===== src/rtl/spi_sel_pkg.sv =====
package spi_sel_pkg;

  localparam logic [3:0] MODE_SS_ON  = 4'b0100;
  localparam logic [3:0] MODE_SS_OFF = 4'b0101;

  // strobes from control to datapath
  typedef struct packed {
    logic txLoad;   // accepted host write
    logic reload;   // block idle: shift register follows transmit buffer
    logic shift;    // sample edge: shift in one bit
    logic finish;   // last bit sampled
    logic rxStore;  // move assembled byte into receive buffer
    logic sdoLoad;  // launch next output bit
    logic sdiBit;   // synchronized data-in bit
  } strobe_t;

endpackage


===== src/rtl/spi_sel_dp.sv =====
module spi_sel_dp
  import spi_sel_pkg::*;
#(
  parameter int DATA_W = 8
) (
  input  logic              clk,
  input  logic              rstN,
  input  strobe_t           st,
  input  logic [DATA_W-1:0] txData,
  output logic [DATA_W-1:0] rxData,
  output logic              sdo
);

  logic [DATA_W-1:0] txBuf;
  logic [DATA_W-1:0] shReg;
  logic [DATA_W-1:0] rxBuf;
  logic              sdoReg;

  always_ff @(posedge clk or negedge rstN) begin
    if (!rstN) begin
      txBuf  <= '0;
      shReg  <= '0;
      rxBuf  <= '0;
      sdoReg <= 1'b0;
    end else begin
      if (st.txLoad) begin
        txBuf <= txData;
        shReg <= txData;
      end else if (st.reload || st.finish) begin
        shReg <= txBuf;
      end else if (st.shift) begin
        shReg <= {shReg[DATA_W-2:0], st.sdiBit};
      end
      if (st.rxStore) rxBuf <= {shReg[DATA_W-2:0], st.sdiBit};
      if (st.sdoLoad) sdoReg <= shReg[DATA_W-1];
    end
  end

  assign rxData = rxBuf;
  assign sdo    = sdoReg;

  // a plain sample edge puts the sampled bit at the LSB
  p_shift_lsb_r1: assert property (@(posedge clk) disable iff (!rstN)
    (st.shift && !st.finish && !st.txLoad && !st.reload) |=> shReg[0] == $past(st.sdiBit));

endmodule


===== src/rtl/spi_sel_ctrl.sv =====
module spi_sel_ctrl
  import spi_sel_pkg::*;
#(
  parameter int DATA_W      = 8,
  parameter int SYNC_STAGES = 2
) (
  input  logic       clk,
  input  logic       rstN,
  input  logic       cfgEnable,
  input  logic [3:0] cfgMode,
  input  logic       cfgCkp,
  input  logic       cfgCke,
  input  logic       txWrite,
  input  logic       rxRead,
  input  logic       flagClr,
  input  logic       sckIn,
  input  logic       ssIn,
  input  logic       sdiIn,
  output strobe_t    st,
  output logic       xferDone,
  output logic       rxFull,
  output logic       rxOverflow,
  output logic       txCollision,
  output logic       cfgError,
  output logic       sdoOe
);

  localparam int CNT_W = $clog2(DATA_W);
  localparam logic [CNT_W-1:0] LAST = CNT_W'(DATA_W - 1);

  logic [SYNC_STAGES-1:0] sckSh, ssSh, sdiSh;
  logic sckPrev, sckS, ssS;
  logic [CNT_W-1:0] bitCnt;
  logic slaveOn, ssCtrl, active, sckMoved, leadEdge, trailEdge, sampleEdge;
  logic lastBit, txAccept, rxAccept;

  always_ff @(posedge clk or negedge rstN) begin
    if (!rstN) begin
      sckSh   <= '0;
      ssSh    <= '1;
      sdiSh   <= '0;
      sckPrev <= 1'b0;
    end else begin
      sckSh   <= {sckSh[SYNC_STAGES-2:0], sckIn};
      ssSh    <= {ssSh[SYNC_STAGES-2:0], ssIn};
      sdiSh   <= {sdiSh[SYNC_STAGES-2:0], sdiIn};
      sckPrev <= sckS;
    end
  end

  assign sckS = sckSh[SYNC_STAGES-1];
  assign ssS  = ssSh[SYNC_STAGES-1];

  assign ssCtrl     = (cfgMode == MODE_SS_ON);
  assign slaveOn    = cfgEnable && (ssCtrl || cfgMode == MODE_SS_OFF);
  assign active     = slaveOn && (!ssCtrl || !ssS);
  assign sckMoved   = sckS ^ sckPrev;
  assign leadEdge   = active && sckMoved && (sckS != cfgCkp);
  assign trailEdge  = active && sckMoved && (sckS == cfgCkp);
  assign sampleEdge = cfgCke ? trailEdge : leadEdge;
  assign lastBit    = sampleEdge && (bitCnt == LAST);
  assign txAccept   = txWrite && (bitCnt == '0);
  assign rxAccept   = lastBit && (!rxFull || rxRead);

  always_comb begin
    st.txLoad  = txAccept;
    st.reload  = !active;
    st.shift   = sampleEdge;
    st.finish  = lastBit;
    st.rxStore = rxAccept;
    st.sdoLoad = active && (cfgCke ? leadEdge : (sckS == cfgCkp));
    st.sdiBit  = sdiSh[SYNC_STAGES-1];
  end

  always_ff @(posedge clk or negedge rstN) begin
    if (!rstN) begin
      bitCnt      <= '0;
      xferDone    <= 1'b0;
      rxFull      <= 1'b0;
      rxOverflow  <= 1'b0;
      txCollision <= 1'b0;
    end else begin
      if (!active)         bitCnt <= '0;
      else if (sampleEdge) bitCnt <= lastBit ? '0 : bitCnt + 1'b1;
      xferDone <= lastBit;
      if (rxAccept)    rxFull <= 1'b1;
      else if (rxRead) rxFull <= 1'b0;
      if (lastBit && !rxAccept) rxOverflow <= 1'b1;
      else if (flagClr)         rxOverflow <= 1'b0;
      if (txWrite && bitCnt != '0) txCollision <= 1'b1;
      else if (flagClr)            txCollision <= 1'b0;
    end
  end

  // output released straight from the pin, enabled from the synchronized view
  assign sdoOe    = active && !(ssCtrl && ssIn);
  assign cfgError = cfgEnable && cfgCke && (cfgMode == MODE_SS_OFF);

  // a deselected slave holds its bit count at zero
  p_cnt_desel_r4: assert property (@(posedge clk) disable iff (!rstN)
    (ssCtrl && ssS) |=> bitCnt == '0);
  // disabling clears the bit count
  p_cnt_disable_r7: assert property (@(posedge clk) disable iff (!rstN)
    !cfgEnable |=> bitCnt == '0);
  // completion is a single-cycle pulse
  p_done_pulse_r2: assert property (@(posedge clk) disable iff (!rstN)
    xferDone |=> !xferDone);

endmodule


===== src/rtl/spi_sel_slave.sv =====
module spi_sel_slave
  import spi_sel_pkg::*;
#(
  parameter int DATA_W      = 8,
  parameter int SYNC_STAGES = 2
) (
  input  logic              clk,
  input  logic              rstN,
  input  logic              cfgEnable,
  input  logic [3:0]        cfgMode,
  input  logic              cfgCkp,
  input  logic              cfgCke,
  input  logic              txWrite,
  input  logic [DATA_W-1:0] txData,
  input  logic              rxRead,
  input  logic              flagClr,
  output logic [DATA_W-1:0] rxData,
  output logic              xferDone,
  output logic              rxFull,
  output logic              rxOverflow,
  output logic              txCollision,
  output logic              cfgError,
  input  logic              sckIn,
  input  logic              ssIn,
  input  logic              sdiIn,
  output logic              sdoOut,
  output logic              sdoOe
);

  strobe_t st;

  spi_sel_ctrl #(.DATA_W(DATA_W), .SYNC_STAGES(SYNC_STAGES)) uCtrl (
    .clk(clk), .rstN(rstN), .cfgEnable(cfgEnable), .cfgMode(cfgMode),
    .cfgCkp(cfgCkp), .cfgCke(cfgCke), .txWrite(txWrite), .rxRead(rxRead),
    .flagClr(flagClr), .sckIn(sckIn), .ssIn(ssIn), .sdiIn(sdiIn), .st(st),
    .xferDone(xferDone), .rxFull(rxFull), .rxOverflow(rxOverflow),
    .txCollision(txCollision), .cfgError(cfgError), .sdoOe(sdoOe)
  );

  spi_sel_dp #(.DATA_W(DATA_W)) uDp (
    .clk(clk), .rstN(rstN), .st(st), .txData(txData),
    .rxData(rxData), .sdo(sdoOut)
  );

  // a high select in gated mode never leaves the pad driven
  p_oe_ss_r3: assert property (@(posedge clk) disable iff (!rstN)
    (cfgMode == MODE_SS_ON && ssIn) |-> !sdoOe);
  // disabled or non-slave mode keeps the pad released
  p_oe_idle_r6: assert property (@(posedge clk) disable iff (!rstN)
    (!cfgEnable || (cfgMode != MODE_SS_ON && cfgMode != MODE_SS_OFF)) |-> !sdoOe);
  // a lost byte does not disturb the held byte
  p_rx_hold_r12: assert property (@(posedge clk) disable iff (!rstN)
    $rose(rxOverflow) |-> $stable(rxData));

endmodule


===== config.mk =====
export PLATFORM = sky130hd
export DESIGN_NAME = spi_sel_slave
export DESIGN_NICKNAME = d
export VERILOG_FILES = /design/src/rtl/spi_sel_pkg.sv /design/src/rtl/spi_sel_dp.sv /design/src/rtl/spi_sel_ctrl.sv /design/src/rtl/spi_sel_slave.sv
export SDC_FILE = /design/constraint.sdc
export NUM_CORES = 1
export LEC_CHECK = 0
export BUFFER_PORTS_ARGS = -buffer_cell sky130_fd_sc_hd__buf_2
export CORE_UTILIZATION = 33
export CTS_BUF_LIST = sky130_fd_sc_hd__clkbuf_16
export DETAILED_ROUTE_END_ITERATION = 7
export PLACE_DENSITY = 0.56
export SLEW_MARGIN = 20
export SYNTH_ARGS = -nofsm -noshare
export SYNTH_HDL_FRONTEND = slang
export SYNTH_SLANG_ARGS = --single-unit

===== constraint.sdc =====
create_clock -name clk -period 2.2 [get_ports clk]
set_input_delay 0.11 -clock clk [delete_from_list [all_inputs] [get_ports clk]]
set_output_delay 0.11 -clock clk [all_outputs]
set_load 0.05 [all_outputs]

==> metrics, run 1 <==
Pins Over Slew Limit 0; critical path peak fanout 8; clock sink total 39; post-synthesis cell type count 31; Pleak around 1.2 nW; total gr overflow 0; final critical-path required period 1.77 ns; worst-margin pin slew just under 0.9 ns; slowest CP cell dfrtp_1; Critical Path, Cell by Cell ha_1 > ha_1 > nand3b_1 > mux2_2 > a21oi_1 > o32a_1; largest net degree at the start of global routing 40; Layout area overhead 26.9%; Synth Area per Inst between 10 and 15 µm²; Bufs on Longest Clock Path 2; RSZ-0062 raised after global routing no; WP data arrival 1.94 ns; final setup margin 0.426 ns; post-DP HPWL 2.69 mm; Worst-path clk slew 0.06 ns; DR WL/cell about 14 µm; startpoint types flip-flop; DIE AREA slightly below 6000 µm²; register area share after synthesis a little over half; PD cells 776 nW/µm²; worst path required time 2.36 ns; worst slack, placed about 0.42 ns; Slew headroom about 42%; Setup TNS 0 ns; Sequential Power Share 43.8%; post-synth top area cell dfrtp_1; vias in the first global route between 1000 and 1500; Internal roughly 0.0014 W; Yosys Warn Count 0; CP bufs+invs 0; IO Port Bufs 37; Detailed Route Iter0 Violations 37; Die W roughly 76 µm; final hold violation count 0; crit path capture uDp.shReg[1]; # Max-Cap Violations 0; RR Endpoint uDp.shReg[1]; num ports 38; Layout Utilization 44.3%; r2r setup slk between 0.4 and 0.5 ns; Critical Path Most Common Cell ha_1; Sw Pwr 0.000415 W; Syn Inst Count around 160; Setup Skew approximately 0.0056 ns; cell chosen for the clock root clkbuf_16; final setup vio count 0; TritonRoute pass-1 iters 4; overall via count from detail_route about 1300; layout cells sized above 1 ~32%; clock network fraction of total power between 40% and 50%; syn nets ~190; Sw Ratio between 20% and 30%; TritonCTS clock tree built; fillers between 500 and 600; #FFs+latches synth 39; RePlAce Congestion between 0.7 and 0.8; Worst path max stage delay 0.40 ns; outcome completed; worst r2r path cells 6; combinational power share about a tenth; post-synth top area share about half; hold wc startpoint flagClr; Hold Path Class input port to flip-flop; effective utilization at floorplan approximately a third; Routed Antenna Nets 0; delay-heaviest family, CP adder cells; worst skew pair latency 0.28 ns; # rows 26; Remaining DRCs 0; mapped cell area approximately 1800 µm²; Worst Setup Path Type flip-flop to flip-flop; initial antenna violation count 0; Max Clock Freq 564 MHz; post-route clock period utilization 80.6%; Nets about 240; Die Height approximately 76 µm; Post-CTS Setup Inserts 0; final wirelength between 3 and 4 mm; total track usage between 10 and 15%; first-pass GRT wire length 6.63 mm; H-tree depth 2; DR vias/cell about 4.8; CTS buffer count 5; critical path startpoint uCtrl.bitCnt[0]; Worst path depth 6; Synth area leaders dfrtp_1 (51%), mux2_2 (6.2%), nand2b_1 (5.2%); Core Region 5200 µm²; Crit Reg-Reg Startpoint uCtrl.bitCnt[0]; ant diodes 0; Peak supply drop 420 µV; CP endpoint kind flip-flop
[registers in the layout (all words and copies together), names as in the netlist, 2 cells and up]
register	flops
uDp.txBuf	8
uDp.rxData	8
uCtrl.ssSh	2
uDp.shReg	8
uCtrl.sdiSh	2
uCtrl.sckSh	2
uCtrl.bitCnt	3
[timing repair]
| item | in CTS | in global routing |
|---|---|---|
| endpoints found under the hold margin | 40 | 0 |
| gates resized for setup | 0 | 0 |
| hold buffers | 4 | 0 |
[area by class of cell]
cell class                      instances  area (µm²)  share of cell area (%)
Tap cell                               70        87.6                    3.80
Clock inverter                          3        46.3                    2.01
Timing Repair Buffer                   46         263                    11.4
Inverter                                8        30.0                    1.30
Sequential cell                        39         978                    42.4
Clock buffer                            5         125                    5.43
Multi-Input combinational cell        110         776                    33.6
[kinds of logic after synthesis]
logic type	Yosys count	share of synthesized area, %
compound gates	35	12.7
xor+xnor	1	0.896
fa+ha+maj	3	2.07
buf+inv	13	3.44
flops	39	53.9
mux	13	8.54
simple gates	58	18.5
[synthesized netlist by cell type, drive strengths merged]
library cell	number
nand3	2
and2	8
and4bb	1
clkbuf	2
dfstp	2
nor2b	1
nand2	17
nor3b	2
o221ai	1
nand4	1
buf	3
or2	2
a21oi	18
inv	8
mux2	10
and3	1
xnor2	1
o21a	1
nand2b	15
nor2	4
nand3b	4
o22ai	1
mux2i	3
ha	3
dfrtp	37
o21ai	5
o211ai	1
o32a	8
[power by group through the flow]
stage	Clock, W	Sequential, W	Combinational [W]
floorplan	0	0.000807	0.0000933
global placement	0	0.000796	0.000169
detailed placement	0	0.000797	0.000171
CTS	0.000863	0.000784	0.000178
global route	0.000893	0.000788	0.000196
finish	0.000832	0.000784	0.000174
[worst min-delay path by stage]
stage	endpoint	slack (ns)	depth (start not counted)
after floorplan	uCtrl.bitCnt[0]	-0.19	0
after global placement	uCtrl.sdiSh[0]	0.22	1
after detailed placement	uCtrl.sdiSh[0]	0.22	1
after CTS	uCtrl.rxOverflow	0.03	2
after global routing	uDp.txBuf[1]	0.03	3
final	uCtrl.txCollision	0.03	2
[per-layer routing]
layer / GRT usage, % / vias to the layer above / part of all wire [%]
met3: 4.43 / 2 / 4.0
li1: - / 663 / -
met1: 18.8 / 647 / 47
met5: 0 / - / 0
met4: 4.62 / 0 / 0.70
met2: 24.2 / 27 / 48
[through the flow]
stage | hold WS [ns] | area (µm²) | total power (W) | cells
after floorplan | -0.186 | 1820 | 0.000900 | 162
after global placement | 0.218 | 2090 | 0.000965 | 269
after detailed placement | 0.219 | 2090 | 0.000968 | 269
after CTS | 0.0253 | 2310 | 0.00182 | 281
after global routing | 0.0287 | 2310 | 0.00188 | 281
final | 0.0306 | 2310 | 0.00179 | 281
[cell usage in the layout, fill, tap and decap left out, types with 2 or more instances in the layout]
master         netlist  routed
a21oi_1             18      18
mux2_2              10      10
dlygate4sd3_1        0       4
inv_1                8       8
nand3_1              2       2
mux2i_1              2       2
clkbuf_16            0       5
o32a_1               8       8
dfstp_2              2       2
buf_2                2      37
nand2_1             17      17
o21ai_0              5       5
dfrtp_1             37      37
buf_4                0       5
nor3b_1              2       2
nand3b_1             4       4
nand2b_1            15      15
and2_1               8       8
ha_1                 3       3
nor2_1               4       4
Power figures use the tool's default switching activity.
==> inputs of run 2 (changes only) <==
--- a/config.mk
+++ b/config.mk
@@ -5,11 +5,12 @@
 export SDC_FILE = /design/constraint.sdc
 export NUM_CORES = 1
 export LEC_CHECK = 0
+export ABC_AREA = 1
 export BUFFER_PORTS_ARGS = -buffer_cell sky130_fd_sc_hd__buf_2
 export CORE_UTILIZATION = 33
 export CTS_BUF_LIST = sky130_fd_sc_hd__clkbuf_16
 export DETAILED_ROUTE_END_ITERATION = 7
-export PLACE_DENSITY = 0.56
+export PLACE_DENSITY = 0.55
 export SLEW_MARGIN = 20
 export SYNTH_ARGS = -nofsm -noshare
 export SYNTH_HDL_FRONTEND = slang
==> constraint.sdc (replaced) <==
create_clock -name clk -period 1.7 [get_ports clk]
set_input_delay 0.085 -clock clk [delete_from_list [all_inputs] [get_ports clk]]
set_output_delay 0.085 -clock clk [all_outputs]
set_load 0.05 [all_outputs]
==> run 2 against run 1 <==
Net effect: worst hold slack worse by 0.011 ns; critical path depth up 2; critical endpoint is now uDp.shReg[6]; synthesized area up 4.3%; sequential power up 29%; combinational power up 32%; non-clock buffer count down 2; clock power up 2.9%; critical path type unchanged; sequential share of layout area down 0.50 points; power up 17%.
==> metrics, run 2 <==
outcome completed; r2r setup slk about 0.14 ns; worst skew pair latency between 0.2 and 0.3 ns; clock sink total 39; DR WL/cell approximately 11 µm; Remaining DRCs 0; Post-CTS Setup Inserts 0; placed cell count between 300 and 400; Die Height slightly below 80 µm; vias in the first global route between 1000 and 1500; post-DP HPWL 2.49 mm; Nets 281; effective utilization at floorplan around 34%; post-route cell area approximately 2300 µm²; final setup vio count 0; Critical Path, Cell by Cell nand3_1 > nand2_1 > inv_2 > o21ai_2 > nor2_4 > inv_4 > nor2_2 > a21oi_1; Bufs on Longest Clock Path 2; Worst path max stage delay 0.36 ns; ant diodes 0; layout cells sized above 1 a little over a third; Worst Setup Path Type flip-flop to flip-flop; final hold violation count 0; #FFs+latches synth 39; most frequent cells in the layout inv_1 (37), buf_2 (37), dfrtp_1 (37); Pins Over Slew Limit 0; Hold Path Class input port to flip-flop; startpoint types flip-flop; CP bufs+invs 2; syn nets between 200 and 250; CP endpoint kind flip-flop; DIE AREA about 6000 µm²; Pleak 1.25 nW; WP data arrival 1.73 ns; RePlAce Congestion 0.762; Routed Antenna Nets 0; Peak supply drop approximately 460 µV; Synth area leaders dfrtp_1 (49%), inv_1 (7.3%), nand2_1 (6.3%); Slew headroom 65.7%; Core Region between 5000 and 6000 µm²; synth cell count leaders dfrtp_1 (37), inv_1 (37), nand2_1 (32); total gr overflow 0; DP Area 2160 µm²; Syn Inst Count 208; Setup Skew roughly 0.0044 ns; Final Non-Filler Cells between 300 and 400; ys async rst share 100%; Setup TNS 0 ns; register area share after synthesis 51.7%; post-synthesis cell type count 27; Most used DFF post-synth dfrtp_1; PD cells roughly 900 nW/µm²; # rows 27; fillers 584; Die W 77.8 µm; delay-heaviest family, CP simple AND/OR/NAND/NOR gates; slowest CP cell dfstp_2; mapped cell area between 1500 and 2000 µm²; Synth Area per Inst 9.11 µm²; final wirelength between 3 and 4 mm; num ports 38; final critical-path required period between 1.5 and 2 ns; footprint of the multi-input gates ~720 µm²; Worst-path clk slew approximately 0.06 ns; area occupied by registers 978 µm²; EDFF count, synth 0; Yosys Warn Count 0; post-route clock period utilization between 90% and 100%; cell chosen for the clock root clkbuf_16; Detailed Route Iter0 Violations 60; post-synth top area share between 40% and 50%; critical path peak fanout 12; total track usage a little over an eighth; overall via count from detail_route roughly 1400; initial antenna violation count 0; TritonRoute pass-1 iters 4; H-tree depth 2; Layout Utilization a little over two fifths; Layout area overhead 23.2%; Power Total 0.00209 W; IO Port Bufs 37; Max Clock Freq approximately 640 MHz; DR vias/cell 4.29; CTS buffer count 5; # Max-Cap Violations 0; post-synth top area cell dfrtp_1; CTS resizes 0; first-pass GRT wire length slightly above 6 mm; TritonCTS clock tree built; worst path required time between 1.5 and 2 ns; largest net degree at the start of global routing 40; RSZ-0062 raised after global routing no; worst-margin pin slew roughly 0.51 ns
-- run 2: changes by cell type after synthesis, moves of 10 or more --
cell	before	now
nand3_1	2	20
nand2_1	17	32
inv_1	8	37
a21oi_1	18	7
nand2b_1	15	0
mux2_2	10	0
-- run 2: path summary, 6_finish.rpt --
path                       cells past startpoint            from                to
max                                            8   uCtrl.ssSh[1]      uDp.shReg[6]
min                                            2         flagClr  uCtrl.rxOverflow
max reg2reg                                    8   uCtrl.ssSh[1]      uDp.shReg[6]
min reg2reg                                    0  uCtrl.sdiSh[0]    uCtrl.sdiSh[1]
max in group asynchronous                      3            rstN     uCtrl.ssSh[0]
min in group asynchronous                      3            rstN    uCtrl.sdiSh[1]
-- run 2: timing repair --
item	in CTS	in global routing
setup endpoints to repair	0	0
hold buffers	4	0
hold endpoints to repair	40	0
-- run 2: logic make-up (layout without fill, tap and decap cells) --
| kind of cell | Yosys count | count (layout) | synth area share (%) |
|---|---|---|---|
| adders and majority gates | 3 | 3 | 1.98 |
| AOI/OAI and AO/OA | 30 | 30 | 10.2 |
| muxes | 2 | 2 | 1.12 |
| DFF | 39 | 39 | 51.7 |
| and+or+nand+nor | 86 | 86 | 24.2 |
| buffers and inverters | 48 | 95 | 10.9 |
-- run 2: routing by layer --
layer	global-route usage, %	share of wire, %	vias to the layer above
met1	17.9	51	619
met2	19.4	42	41
met3	3.53	5.0	5
met5	0	0	-
li1	-	-	737
met4	6.79	2.0	0
-- run 2: report_power, final --
| part | total [W] | internal, W | switching, W |
|---|---|---|---|
| Combinational | 0.000230 | 0.0000807 | 0.000150 |
| Clock | 0.000856 | 0.000526 | 0.000330 |
| Sequential | 0.00101 | 0.000983 | 0.0000242 |
-- run 2: metrics by stage --
step	setup WS [ns]	hold WS [ns]
after floorplan	0.156	-0.211
after global placement	0.133	0.172
after detailed placement	0.146	0.175
after CTS	0.119	0.0135
after global routing	0.0130	0.0242
final	0.138	0.0201
-- run 2: area by class of cell --
cell class | instances | area share [%]
repair buffers | 44 | 10.6
flip-flops and latches | 39 | 41.9
inverters | 44 | 7.18
clock inverters | 2 | 0.375
multi-input cells | 121 | 30.7
clock buffers | 5 | 5.36
well taps | 72 | 3.86
==> inputs of run 3 (changes only) <==
--- a/config.mk
+++ b/config.mk
@@ -6,7 +6,8 @@
 export NUM_CORES = 1
 export LEC_CHECK = 0
 export ABC_AREA = 1
-export BUFFER_PORTS_ARGS = -buffer_cell sky130_fd_sc_hd__buf_2
+export BUFFER_PORTS_ARGS = -buffer_cell sky130_fd_sc_hd__clkbuf_2
+export CAP_MARGIN = 0
 export CORE_UTILIZATION = 33
 export CTS_BUF_LIST = sky130_fd_sc_hd__clkbuf_16
 export DETAILED_ROUTE_END_ITERATION = 7
==> run 3 against run 2 <==
Net effect: utilization grew 1.0 points; power grew 8.0%; clock power grew 19%; largest power group is now the clock network; combinational power is essentially flat; register-to-register slack is essentially flat; non-clock buffer count grew 1; cell area grew 2.5%; worst hold slack lost 0.0012 ns; die area is the same; sequential power is essentially flat.
==> metrics, run 3 (synthesized netlist as in run 2, its figures left out) <==
TritonCTS clock tree built; Pins Over Slew Limit 0; ant diodes 0; Core Region ~5500 µm²; DR WL/cell between 10 and 15 µm; PD cells between 900 and 1000 nW/µm²; hold path depth 2; Setup TNS 0 ns; total track usage around an eighth; hold wc startpoint flagClr; layout cells sized above 1 a little over a third; post-DP HPWL roughly 2.5 mm; DIE AREA a little over 6000 µm²; Power Total roughly 0.0023 W; footprint of the multi-input gates about 720 µm²; clock sink total 39; fillers around 570; IO Port Bufs 37; Bufs on Longest Clock Path 2; vias in the first global route between 1000 and 1500; # rows 27; CTS buffer count 5; RePlAce Congestion ~0.73; Die Height between 70 and 80 µm; Sw Ratio 22.6%; Sequential Power Share 44.6%; critical path peak fanout 12; final critical-path required period between 1.5 and 2 ns; Worst-path clk slew roughly 0.05 ns; outcome completed; TritonRoute pass-1 iters 4; combinational power share slightly above 10%; Max Clock Freq 640 MHz; WP data arrival ~1.7 ns; Final Non-Filler Cells approximately 330; Pleak 1.26 nW; Slew headroom 66.7%; CP endpoint kind flip-flop; final setup vio count 0; Peak supply drop roughly 360 µV; Remaining DRCs 0; Internal 0.00175 W; DR vias/cell between 4 and 5; Nets 282; first-pass GRT wire length 6.34 mm; r2r setup slk 0.14 ns; largest net degree at the start of global routing 40; startpoint types flip-flop; area occupied by registers slightly below 1000 µm²; RSZ-0062 raised after global routing no; slowest CP cell dfstp_2; Worst Setup Path Type flip-flop to flip-flop; H-tree depth 2; final wirelength 3.56 mm; RR Endpoint uDp.shReg[4]; worst-margin pin slew approximately 0.50 ns; Crit Reg-Reg Startpoint uCtrl.ssSh[1]; num ports 38; total gr overflow 0; Sw Pwr between 0.0005 and 0.0006 W; initial antenna violation count 0; Hold Path Class input port to flip-flop; Setup Skew 0.00216 ns; Routed Antenna Nets 0; overall via count from detail_route ~1400; effective utilization at floorplan between 30% and 40%; # Max-Cap Violations 0; placed cell count about 320; Worst path max stage delay between 0.5 and 0.6 ns; worst r2r path cells 8; Die W ~78 µm; Hold EP uCtrl.rxOverflow; Detailed Route Iter0 Violations between 60 and 70; worst skew pair latency between 0.2 and 0.3 ns; worst path required time around 1.9 ns; Critical Path, Cell by Cell nand3_1 > nand2_1 > inv_2 > o21ai_4 > nor2_4 > buf_12 > nor2_1 > a21oi_1; final hold violation count 0; cell chosen for the clock root clkbuf_16; clock network fraction of total power 45.1%; Layout area overhead 26.2%; most frequent cells in the layout inv_1 (37), clkbuf_2 (37), dfrtp_1 (37); post-route clock period utilization roughly nine tenths
-- run 3: cell types whose count changed in the layout (fill, tap and decap cells not counted), sizes merged --
| cell | change |
|---|---|
| clkbuf | +37 |
| buf | -36 |
| bufinv | +1 |
-- run 3: worst max path at each step --
stage	start	to	slack (ns)	depth (start not counted)
floorplan	uCtrl.bitCnt[0]	uDp.shReg[7]	0.16	8
global placement	uCtrl.ssSh[1]	uDp.shReg[7]	0.14	8
detailed placement	uCtrl.ssSh[1]	uDp.shReg[1]	0.13	8
CTS	uCtrl.ssSh[1]	uDp.shReg[7]	0.11	8
global route	uCtrl.ssSh[1]	uDp.shReg[4]	0.02	8
finish	uCtrl.ssSh[1]	uDp.shReg[4]	0.14	8
-- run 3: layout make-up --
| class | count | share of cell area [%] |
|---|---|---|
| Clock buffer | 5 | 5.23 |
| Clock inverter | 3 | 1.62 |
| Inverter | 44 | 7.01 |
| Multi-Input combinational cell | 121 | 30.2 |
| Sequential cell | 39 | 40.9 |
| Tap cell | 72 | 3.77 |
| Timing Repair Buffer | 45 | 11.2 |
-- run 3: worst max-delay path, delay by kind of cell, from the launching register on --
| kind | cells | cell delay (ns) |
|---|---|---|
| flops | 1 | 0.52 |
| buf+inv | 2 | 0.26 |
| simple gates | 4 | 0.47 |
| compound gates | 2 | 0.20 |
-- run 3: metrics by stage --
step	area, µm²	hold slack (ns)	util, %	setup slack (ns)
finish	2390	0.0189	43.4	0.138
global route	2390	0.0266	43.4	0.0194
CTS	2360	0.0162	42.9	0.107
detailed placement	2160	0.171	39.2	0.135
global placement	2160	0.174	39.2	0.138
floorplan	1900	-0.211	-	0.156
-- run 3: timing repair --
item / 4_1_cts / 5_1_grt
endpoints found under the hold margin: 40 / 0
endpoints found under the setup margin: 0 / 5
resized for setup: 0 / 1
hold buffers: 4 / 0
buffers inserted: 0 / 1
-- run 3: per-layer routing --
layer  up-vias  wire length [µm]  global-route usage, %
met5         -                 0                      0
met2        34              1610                   20.7
met1       656              1780                   17.9
met4         0                17                   3.40
met3         2               139                   3.53
li1        743                 -                      -
-- run 3: power groups by stage --
stage	Combinational [W]	Clock, W	Sequential (W)
after floorplan	0.000123	0	0.00104
after global placement	0.000224	0	0.00102
after detailed placement	0.000224	0	0.00102
after CTS	0.000234	0.00105	0.00101
after global routing	0.000266	0.00108	0.00101
final	0.000233	0.00102	0.00101
